## src/rtl/xact_hs_pkg.sv

```systemverilog
`timescale 1ns/1ps
package xact_hs_pkg;
  // Strobes issued by the control FSM to the datapath each cycle
  typedef struct packed {
    logic capture;  // take the operands into holding registers
    logic calc;     // update the sum register from the held operands
    logic present;  // drive the sum onto the result port
  } hsStrobes_t;
endpackage

```

## src/rtl/xact_hs_ctrl.sv

```systemverilog
`timescale 1ns/1ps
module xact_hs_ctrl
  import xact_hs_pkg::*;
#(
  parameter int LATENCY = 4
) (
  input  logic       clk,
  input  logic       rst,
  input  logic       startIn,
  output hsStrobes_t strobes,
  output logic       idleOut,
  output logic       doneOut
);
  localparam int CNT_W = $clog2(LATENCY + 1);
  localparam logic [CNT_W-1:0] LAST_CNT = CNT_W'(LATENCY);
  localparam logic [CNT_W-1:0] FIRST_CNT = CNT_W'(1);

  typedef enum logic {ST_IDLE, ST_BUSY} ctrlState_t;

  ctrlState_t state;
  logic [CNT_W-1:0] cycleCnt;
  logic finishing;
  logic launch;

  assign finishing = (state == ST_BUSY) && (cycleCnt == LAST_CNT);
  // Requests are taken only while idle or in the ready cycle
  assign launch = startIn && ((state == ST_IDLE) || finishing);

  always_ff @(posedge clk) begin
    if (rst) begin
      state    <= ST_IDLE;
      cycleCnt <= '0;
    end else if (launch) begin
      state    <= ST_BUSY;
      cycleCnt <= FIRST_CNT;
    end else if (finishing) begin
      state    <= ST_IDLE;
      cycleCnt <= '0;
    end else if (state == ST_BUSY) begin
      cycleCnt <= cycleCnt + 1'b1;
    end
  end

  always_comb begin
    strobes.capture = launch;
    strobes.calc    = (state == ST_BUSY) && (cycleCnt == FIRST_CNT);
    strobes.present = finishing;
  end

  // Idle falls in the very cycle a request appears
  assign idleOut = (state == ST_IDLE) && !startIn;
  assign doneOut = finishing;
endmodule

```

## src/rtl/xact_hs_dp.sv

```systemverilog
`timescale 1ns/1ps
module xact_hs_dp
  import xact_hs_pkg::*;
#(
  parameter int DATA_W = 16
) (
  input  logic              clk,
  input  logic              rst,
  input  hsStrobes_t        strobes,
  input  logic [DATA_W-1:0] opA,
  input  logic [DATA_W-1:0] opB,
  output logic [DATA_W:0]   resultOut
);
  localparam int RES_W = DATA_W + 1;

  logic [DATA_W-1:0] heldA;
  logic [DATA_W-1:0] heldB;
  logic [RES_W-1:0]  sumReg;

  always_ff @(posedge clk) begin
    if (rst) begin
      heldA <= '0;
      heldB <= '0;
    end else if (strobes.capture) begin
      heldA <= opA;
      heldB <= opB;
    end
  end

  always_ff @(posedge clk) begin
    if (rst) begin
      sumReg <= '0;
    end else if (strobes.calc) begin
      sumReg <= {1'b0, heldA} + {1'b0, heldB};
    end
  end

  assign resultOut = strobes.present ? sumReg : '0;
endmodule

```

## src/rtl/xact_handshake.sv

```systemverilog
`timescale 1ns/1ps
module xact_handshake
  import xact_hs_pkg::*;
#(
  parameter int DATA_W  = 16,
  parameter int LATENCY = 4
) (
  input  logic              clk,
  input  logic              rst,
  input  logic              startIn,
  input  logic [DATA_W-1:0] opA,
  input  logic [DATA_W-1:0] opB,
  output logic              idleOut,
  output logic              readyOut,
  output logic              doneOut,
  output logic [DATA_W:0]   resultOut
);
  hsStrobes_t strobes;

  xact_hs_ctrl #(.LATENCY(LATENCY)) u_ctrl (
    .clk     (clk),
    .rst     (rst),
    .startIn (startIn),
    .strobes (strobes),
    .idleOut (idleOut),
    .doneOut (doneOut)
  );

  xact_hs_dp #(.DATA_W(DATA_W)) u_dp (
    .clk       (clk),
    .rst       (rst),
    .strobes   (strobes),
    .opA       (opA),
    .opB       (opB),
    .resultOut (resultOut)
  );

  // Non-pipelined core: the next request can be taken when the current one ends
  assign readyOut = doneOut;
endmodule

```

## config.mk

```make
export PLATFORM = sky130hd
export DESIGN_NAME = xact_handshake
export DESIGN_NICKNAME = d
export VERILOG_FILES = /design/src/rtl/xact_hs_pkg.sv /design/src/rtl/xact_hs_ctrl.sv /design/src/rtl/xact_hs_dp.sv /design/src/rtl/xact_handshake.sv
export SDC_FILE = /design/constraint.sdc
export NUM_CORES = 1
export LEC_CHECK = 0
export BUFFER_PORTS_ARGS = -buffer_cell sky130_fd_sc_hd__buf_2
export CORE_MARGIN = 10
export CORE_UTILIZATION = 47
export CTS_BUF_LIST = sky130_fd_sc_hd__clkbuf_4 sky130_fd_sc_hd__clkbuf_8 sky130_fd_sc_hd__clkbuf_16
export DETAILED_ROUTE_END_ITERATION = 7
export PLACE_DENSITY_LB_ADDON = 0.08
export SYNTH_ARGS = -nofsm -noshare
export SYNTH_HDL_FRONTEND = slang
export SYNTH_HIERARCHICAL = 1
export SYNTH_SLANG_ARGS = --single-unit
```

## constraint.sdc

```tcl
create_clock -name clk -period 2.1 [get_ports clk]
set_clock_uncertainty 0.15 [all_clocks]
set_input_delay 0.63 -clock clk [delete_from_list [all_inputs] [get_ports clk]]
set_output_delay 0.63 -clock clk [all_outputs]
set_load 0.03 [all_outputs]
```

==> results of run 1 <==
-- worst max-delay path, stage by stage, from the launching register on --
cell and delay, ns:
dfxtp_2 0.33, inv_2 0.07, ha_4 0.16, and3_4 0.25
and2_4 0.17, buf_6 0.12
-- state kept, by name, summed over array words and instances, names as in the netlist --
signal	cells
u_ctrl/cycleCnt	3
u_dp/heldA	16
u_ctrl/state	1
u_dp/sumReg	17
u_dp/heldB	16
-- worst paths after layout --
check,slack [ns],from,end,cells past startpoint
hold reg to reg,0.30,u_dp/sumReg[10],u_dp/sumReg[10],2
setup / recovery,-0.08,u_ctrl/cycleCnt[0],resultOut[7],5
hold / removal,0.30,u_dp/sumReg[10],u_dp/sumReg[10],2
setup reg to reg,-0.02,u_dp/heldB[0],u_dp/sumReg[14],8
-- through the flow --
step	hold WS, ns	TNS (ns)	setup WS (ns)	total power (uW)	util
after floorplan	0.275	0	0.00264	1380	-
after global placement	0.291	-0.102	-0.0554	1520	0.575
after detailed placement	0.295	-0.247	-0.102	1530	0.575
after CTS	0.318	-0.896	-0.0660	2270	0.630
after global routing	0.327	-1.91	-0.115	2410	0.663
final	0.303	-0.791	-0.0807	2290	0.663
-- power breakdown --
part           switching, uW  internal (uW)
combinational            240            222
sequential              42.1           1060
clock                    337            388
total                    619           1670
-- cell usage after synthesis (5+ instances only) --
cell type	count
nand3_1	6
a31oi_1	5
clkbuf_1	7
nor3_1	6
and2_1	17
ha_1	19
dfxtp_1	53
a21oi_1	18
xnor2_1	6
mux2i_1	40
nand2_1	16
o21ai_0	12
inv_1	11
nor2_1	55
-- timing repair --
item | 4_1_cts | 5_1_grt
endpoints found under the setup margin | 26 | 27
cloned | 2 | 1
setup buffers | 3 | 4
pin swaps | 16 | 28
resized for setup | 53 | 38
-- final cells by class --
type,instances,area share
clock buffers,6,0.0209
inverters,11,0.0104
clock inverters,2,0.00950
flip-flops and latches,53,0.273
multi-input cells,245,0.491
well taps,75,0.0237
repair buffers,92,0.172
-- metal layers --
metal,GRT usage,part of all wire,vias up
li1,-,-,1300
met4,0.0309,0.012,0
met5,0,0,-
met2,0.240,0.47,50
met1,0.189,0.46,1196
met3,0.0475,0.055,9
-- kinds of logic after synthesis --
group                      Yosys count  share of synthesized area
AOI/OAI and AO/OA                   64                      0.147
xor gates and xnor gates             8                     0.0242
adders and majority gates           20                     0.0891
buffers and inverters               30                     0.0575
DFF                                 53                      0.367
muxes                               40                      0.138
and+or+nand+nor                    110                      0.177
==> metrics.cfg, run 1 <==
[outcome]
outcome=finished with violations
violations=setup timing

[drt]
vias_per_cell=5.28
wire_per_inst_um=15.6
dr.pass1.iters=4
num_vias=2555
drc=0
ant_nets=0
routed_wl_um=7550
drtIter0Drc=126

[worst_setup_path]
startpoint_type=register
arrival_ns=1.40
crit_type=register to output port
crit_fanout=5
cp-end-kind=output port
worst_ep_required_time_ns=1.32

[grt]
grt_max_degree=33
overflow=0
grt_pass1_wl_um=12300
grt_pass1_vias=2500
antenna_found_initial=0
grt_usage=0.148

[sta]
finalMaxSlewViolations=0
rsz0062_at_grt=true
min_period_ns=2.18
worst_slew_pin_slew_ns=0.335
hold_viol=0
fmax_mhz=459
setup_viol=18
fin_crit_sh=1.04
slew_headroom=0.777
layout_setup_ws_ns=-0.0807

[layout]
design_area_um2=3950
multi_input_area_um2=1940
register_area_um2=1080
drive_gt1_frac=0.403
final_common_cell=nor2_1
layoutNonFillerInstCount=484
fill_cells=527
most-common-layout-cells=54 x nor2_1, 42 x dfxtp_1, 40 x mux2i_1
finalNetCount=463
areaGrowthSynthToFinish_pct=36.6
antennaDiodeCount=0

[cts]
clk_pin_slew_ns=0.09
cts_buffers=5
cts_tree=yes
ctsHoldBuffers=0
clkLatencyLatePin_ns=0.30
ctsRootBufferMaster=clkbuf_8
cts_buffer_depth=2
htreeDepth=2
clock-sinks=53

[yosys]
synthCells=325
yosysTopAreaCell=dfxtp_1
yosys_register_bits=53
synth_top_area_share=0.367
syn_nets=380
yosysUniqueCellTypes=51
ys_seq_area_frac=0.367
synthTopCellsByArea=dfxtp_1 37%, mux2i_1 14%, ha_1 8.2%, nor2_1 7.1%, and2_1 3.7%
async_flop_share=0
syn_avg_cell_area_um2=8.90
syn_area_um2=2890
yosysWarningCount=6
synth-main-ff-cell=dfxtp_1
synth_edf_count=0

[power_and_ir_drop]
pwr_density_cell_nw_per_um2=580
leakagePower_uw=0.00171
ir_worst_vdd_uv=362

[place]
gp_congestion=0.923
dp_cells=466
dpl_cell_area_um2=3420
io_buffers=54
dp_hpwl_um=5430

[floorplanning]
io_pins=55
start_util=0.486
num_rows=28
die_h_um=98.5
die_w_um=98.5
die-area_um2=9690
core_um2=5960

[min_path]
hold_class=register to register

[run]
maxCapViolations=0

Power figures use the tool's default switching activity.
==> inputs of run 2 (changes only) <==
--- a/config.mk
+++ b/config.mk
@@ -5,6 +5,7 @@
 export SDC_FILE = /design/constraint.sdc
 export NUM_CORES = 1
 export LEC_CHECK = 0
+export ABC_AREA = 1
 export BUFFER_PORTS_ARGS = -buffer_cell sky130_fd_sc_hd__buf_2
 export CORE_MARGIN = 10
 export CORE_UTILIZATION = 47
==> metrics.cfg, run 2 <==
[yosys]
synth_top_area_share=0.338
yosysTopAreaCell=dfxtp_1
syn_avg_cell_area_um2=6.52
yosysUniqueCellTypes=34
yosys.cell_count.top_type=nor2_1
synthTopCellsByArea=dfxtp_1 34%, nor2_1 12%, nand2_1 12%, inv_1 8.8%, ha_1 7.6%
synth_edf_count=0
synth_top_family_by_area=simple AND/OR/NAND/NOR gates
syn_area_um2=3140
synthMuxAreaShare=0
synth-main-ff-cell=dfxtp_1
yosys_register_bits=53
synth.top_cells.by_count=104 x nor2_1, 99 x nand2_1, 74 x inv_1
yosysWarningCount=6
synth_compound_area_frac=0.0904
async_flop_share=0
ys_seq_area_frac=0.338
synth_adder_area_share=0.0821
synthCells=482
syn_nets=537
synth-simple-area-share=0.343
synth_xor_area_frac=0.0139

[outcome]
violations=setup timing
outcome=finished with violations

[place]
io_buffers=54
gp_congestion=0.866
dp_hpwl_um=5480
dpl_cell_area_um2=3460

[worst_setup_path]
critPathMostFrequentCell=inv_2
path_buf_inv=4
slowest_stage=dfxtp_2
slowest_delay_ns=0.34
crit_fanout=5
cp.depth=7
worstRegToRegCells=11
rr_endpoint=u_dp/sumReg[8]
cp-end-kind=output port
startpoint=u_ctrl/cycleCnt[1]
rr_startpoint=u_dp/heldA[0]
worst_ep_required_time_ns=1.32
endpoint=resultOut[6]
arrival_ns=1.41
path_cells=inv_2, ha_4, nand3_4, inv_4, nand2_1, inv_2, buf_6
rrSetupSlack_ns=0.22
crit_type=register to output port
startpoint_type=register
cpLargestDelayFamily=buffers and inverters

[layout]
most-common-layout-cells=104 x nor2_1, 88 x nand2_1, 55 x inv_1
design_area_um2=3820
largest_reg_flops=17
final_common_cell=nor2_1
drive_gt1_frac=0.261
top_regs=u_dp/sumReg (17), u_dp/heldA (16), u_dp/heldB (16)
final_util=0.595
areaGrowthSynthToFinish_pct=21.7
regMostFlops=u_dp/sumReg
antennaDiodeCount=0
finalNetCount=594

[floorplanning]
io_pins=55
core_um2=6420
die_h_um=102
die_w_um=102
num_rows=29
die-area_um2=10400
start_util=0.489

[power_and_ir_drop]
p_int_uw=1760
power_frac_comb=0.203
p_clk_frac=0.336
p_sw_frac=0.283
seqPwrFrac=0.461
switchingPower_uw=695
leakagePower_uw=0.00210
pwr_density_cell_nw_per_um2=642
ir_worst_vdd_uv=415
total_power_uw=2450

[grt]
met2_usage=0.236
grt_most_used_layer=met2
antenna_found_initial=0
grt_max_degree=36
grtUsageMet1=0.201
overflow=0
grt_usage=0.150
grtUsageMet3=0.0368
grt_pass1_vias=2747
grt_pass1_wl_um=12700

[sta]
fmax_mhz=457
finalMaxSlewViolations=0
hold_viol=0
fin_crit_sh=1.04
worst_slew_pin_slew_ns=0.313
rsz0062_at_grt=true
finalSetupTns_ns=-1.36
slew_headroom=0.792
min_period_ns=2.19
setup_viol=18
layout_setup_ws_ns=-0.0867

[cts]
clk_pin_slew_ns=0.10
clkLatencyLatePin_ns=0.31
ctsHoldBuffers=0
ctsRootBufferMaster=clkbuf_8
htreeDepth=2
cts_tree=yes
cts_buffers=5
clock-sinks=53
cts_buffer_depth=2

[drt]
num_vias=2851
drtIter0Drc=132
routed_wl_um=7410
ant_nets=0
vias_per_cell=4.62
drc=0
dr.pass1.iters=4
wire_per_inst_um=12.0

[run]
maxCapViolations=0

[min_path]
hold_class=register to register

==> run 2: changes by cell type after synthesis, sizes merged, moves of 4 or more <==
cell,change
o21ai,+26
a21oi,-7
nand3,+15
a31oi,-5
inv,+67
and2,-16
nand2,+96
a21o,-4
clkbuf,+6
mux2i,-40
buf,-6
nor2,+51
==> run 2: power by group through the flow <==
stage	Clock (uW)	Combinational [uW]	Sequential, uW
2_1_floorplan	0	373	1140
3_3_place_gp	0	482	1150
3_5_place_dp	0	488	1150
4_1_cts	852	501	1130
5_1_grt	888	580	1140
6_report	824	498	1130
==> run 2: what timing repair did <==
item / CTS / global route
gates resized for setup: 54 / 10
setup endpoints to repair: 19 / 20
gates cloned: 3 / 0
setup buffers: 4 / 2
pin swaps: 10 / 7
==> run 2: kinds of logic (layout without fill, tap and decap cells) <==
kind of cell    Yosys count  count (layout)
compound gates           54              54
buf+inv                  98             156
xor+xnor                  5               5
simple gates            252             252
fa+ha+maj                20              20
flops                    53              53
==> run 2: cell type report <==
class	count	area, um^2
tap	77	96.3
fill	637	2600
clock inverter	3	68.8
clock buffer	5	68.8
inverter	78	298
sequential	53	1060
timing repair inverter	3	21.3
multi-input combinational	331	1720
timing repair buffer	67	487
==> run 2: worst min path at each step <==
| stage | start | to | slack [ns] | depth (start not counted) |
|---|---|---|---|---|
| 2_1_floorplan | u_dp/sumReg[5] | u_dp/sumReg[5] | 0.30 | 2 |
| 3_3_place_gp | u_dp/sumReg[0] | u_dp/sumReg[0] | 0.32 | 2 |
| 3_5_place_dp | u_dp/sumReg[6] | u_dp/sumReg[6] | 0.32 | 2 |
| 4_1_cts | u_dp/sumReg[6] | u_dp/sumReg[6] | 0.35 | 2 |
| 5_1_grt | u_dp/heldB[14] | u_dp/heldB[14] | 0.37 | 2 |
| 6_report | u_dp/sumReg[0] | u_dp/sumReg[0] | 0.35 | 2 |
==> run 2: stage by stage <==
| stage | hold slack [ns] | worst slack, ns | std cells |
|---|---|---|---|
| floorplan | 0.299 | 0.0199 | 482 |
| global placement | 0.320 | 0.193 | 600 |
| detailed placement | 0.324 | 0.154 | 600 |
| CTS | 0.349 | -0.105 | 615 |
| global route | 0.370 | -0.179 | 617 |
| finish | 0.348 | -0.0867 | 617 |
==> run 2: per-layer routing <==
layer / vias to the layer above / wire length (um)
li1: 1579 / -
met1: 1220 / 3820
met2: 46 / 3200
met3: 6 / 334
met4: 0 / 52
met5: - / 0
==> run 2: tightest hold or removal path, stage by stage, from the launching register on <==
cell     delay [ns]
dfxtp_1        0.34
o21ai_1        0.06
nor2_1         0.07
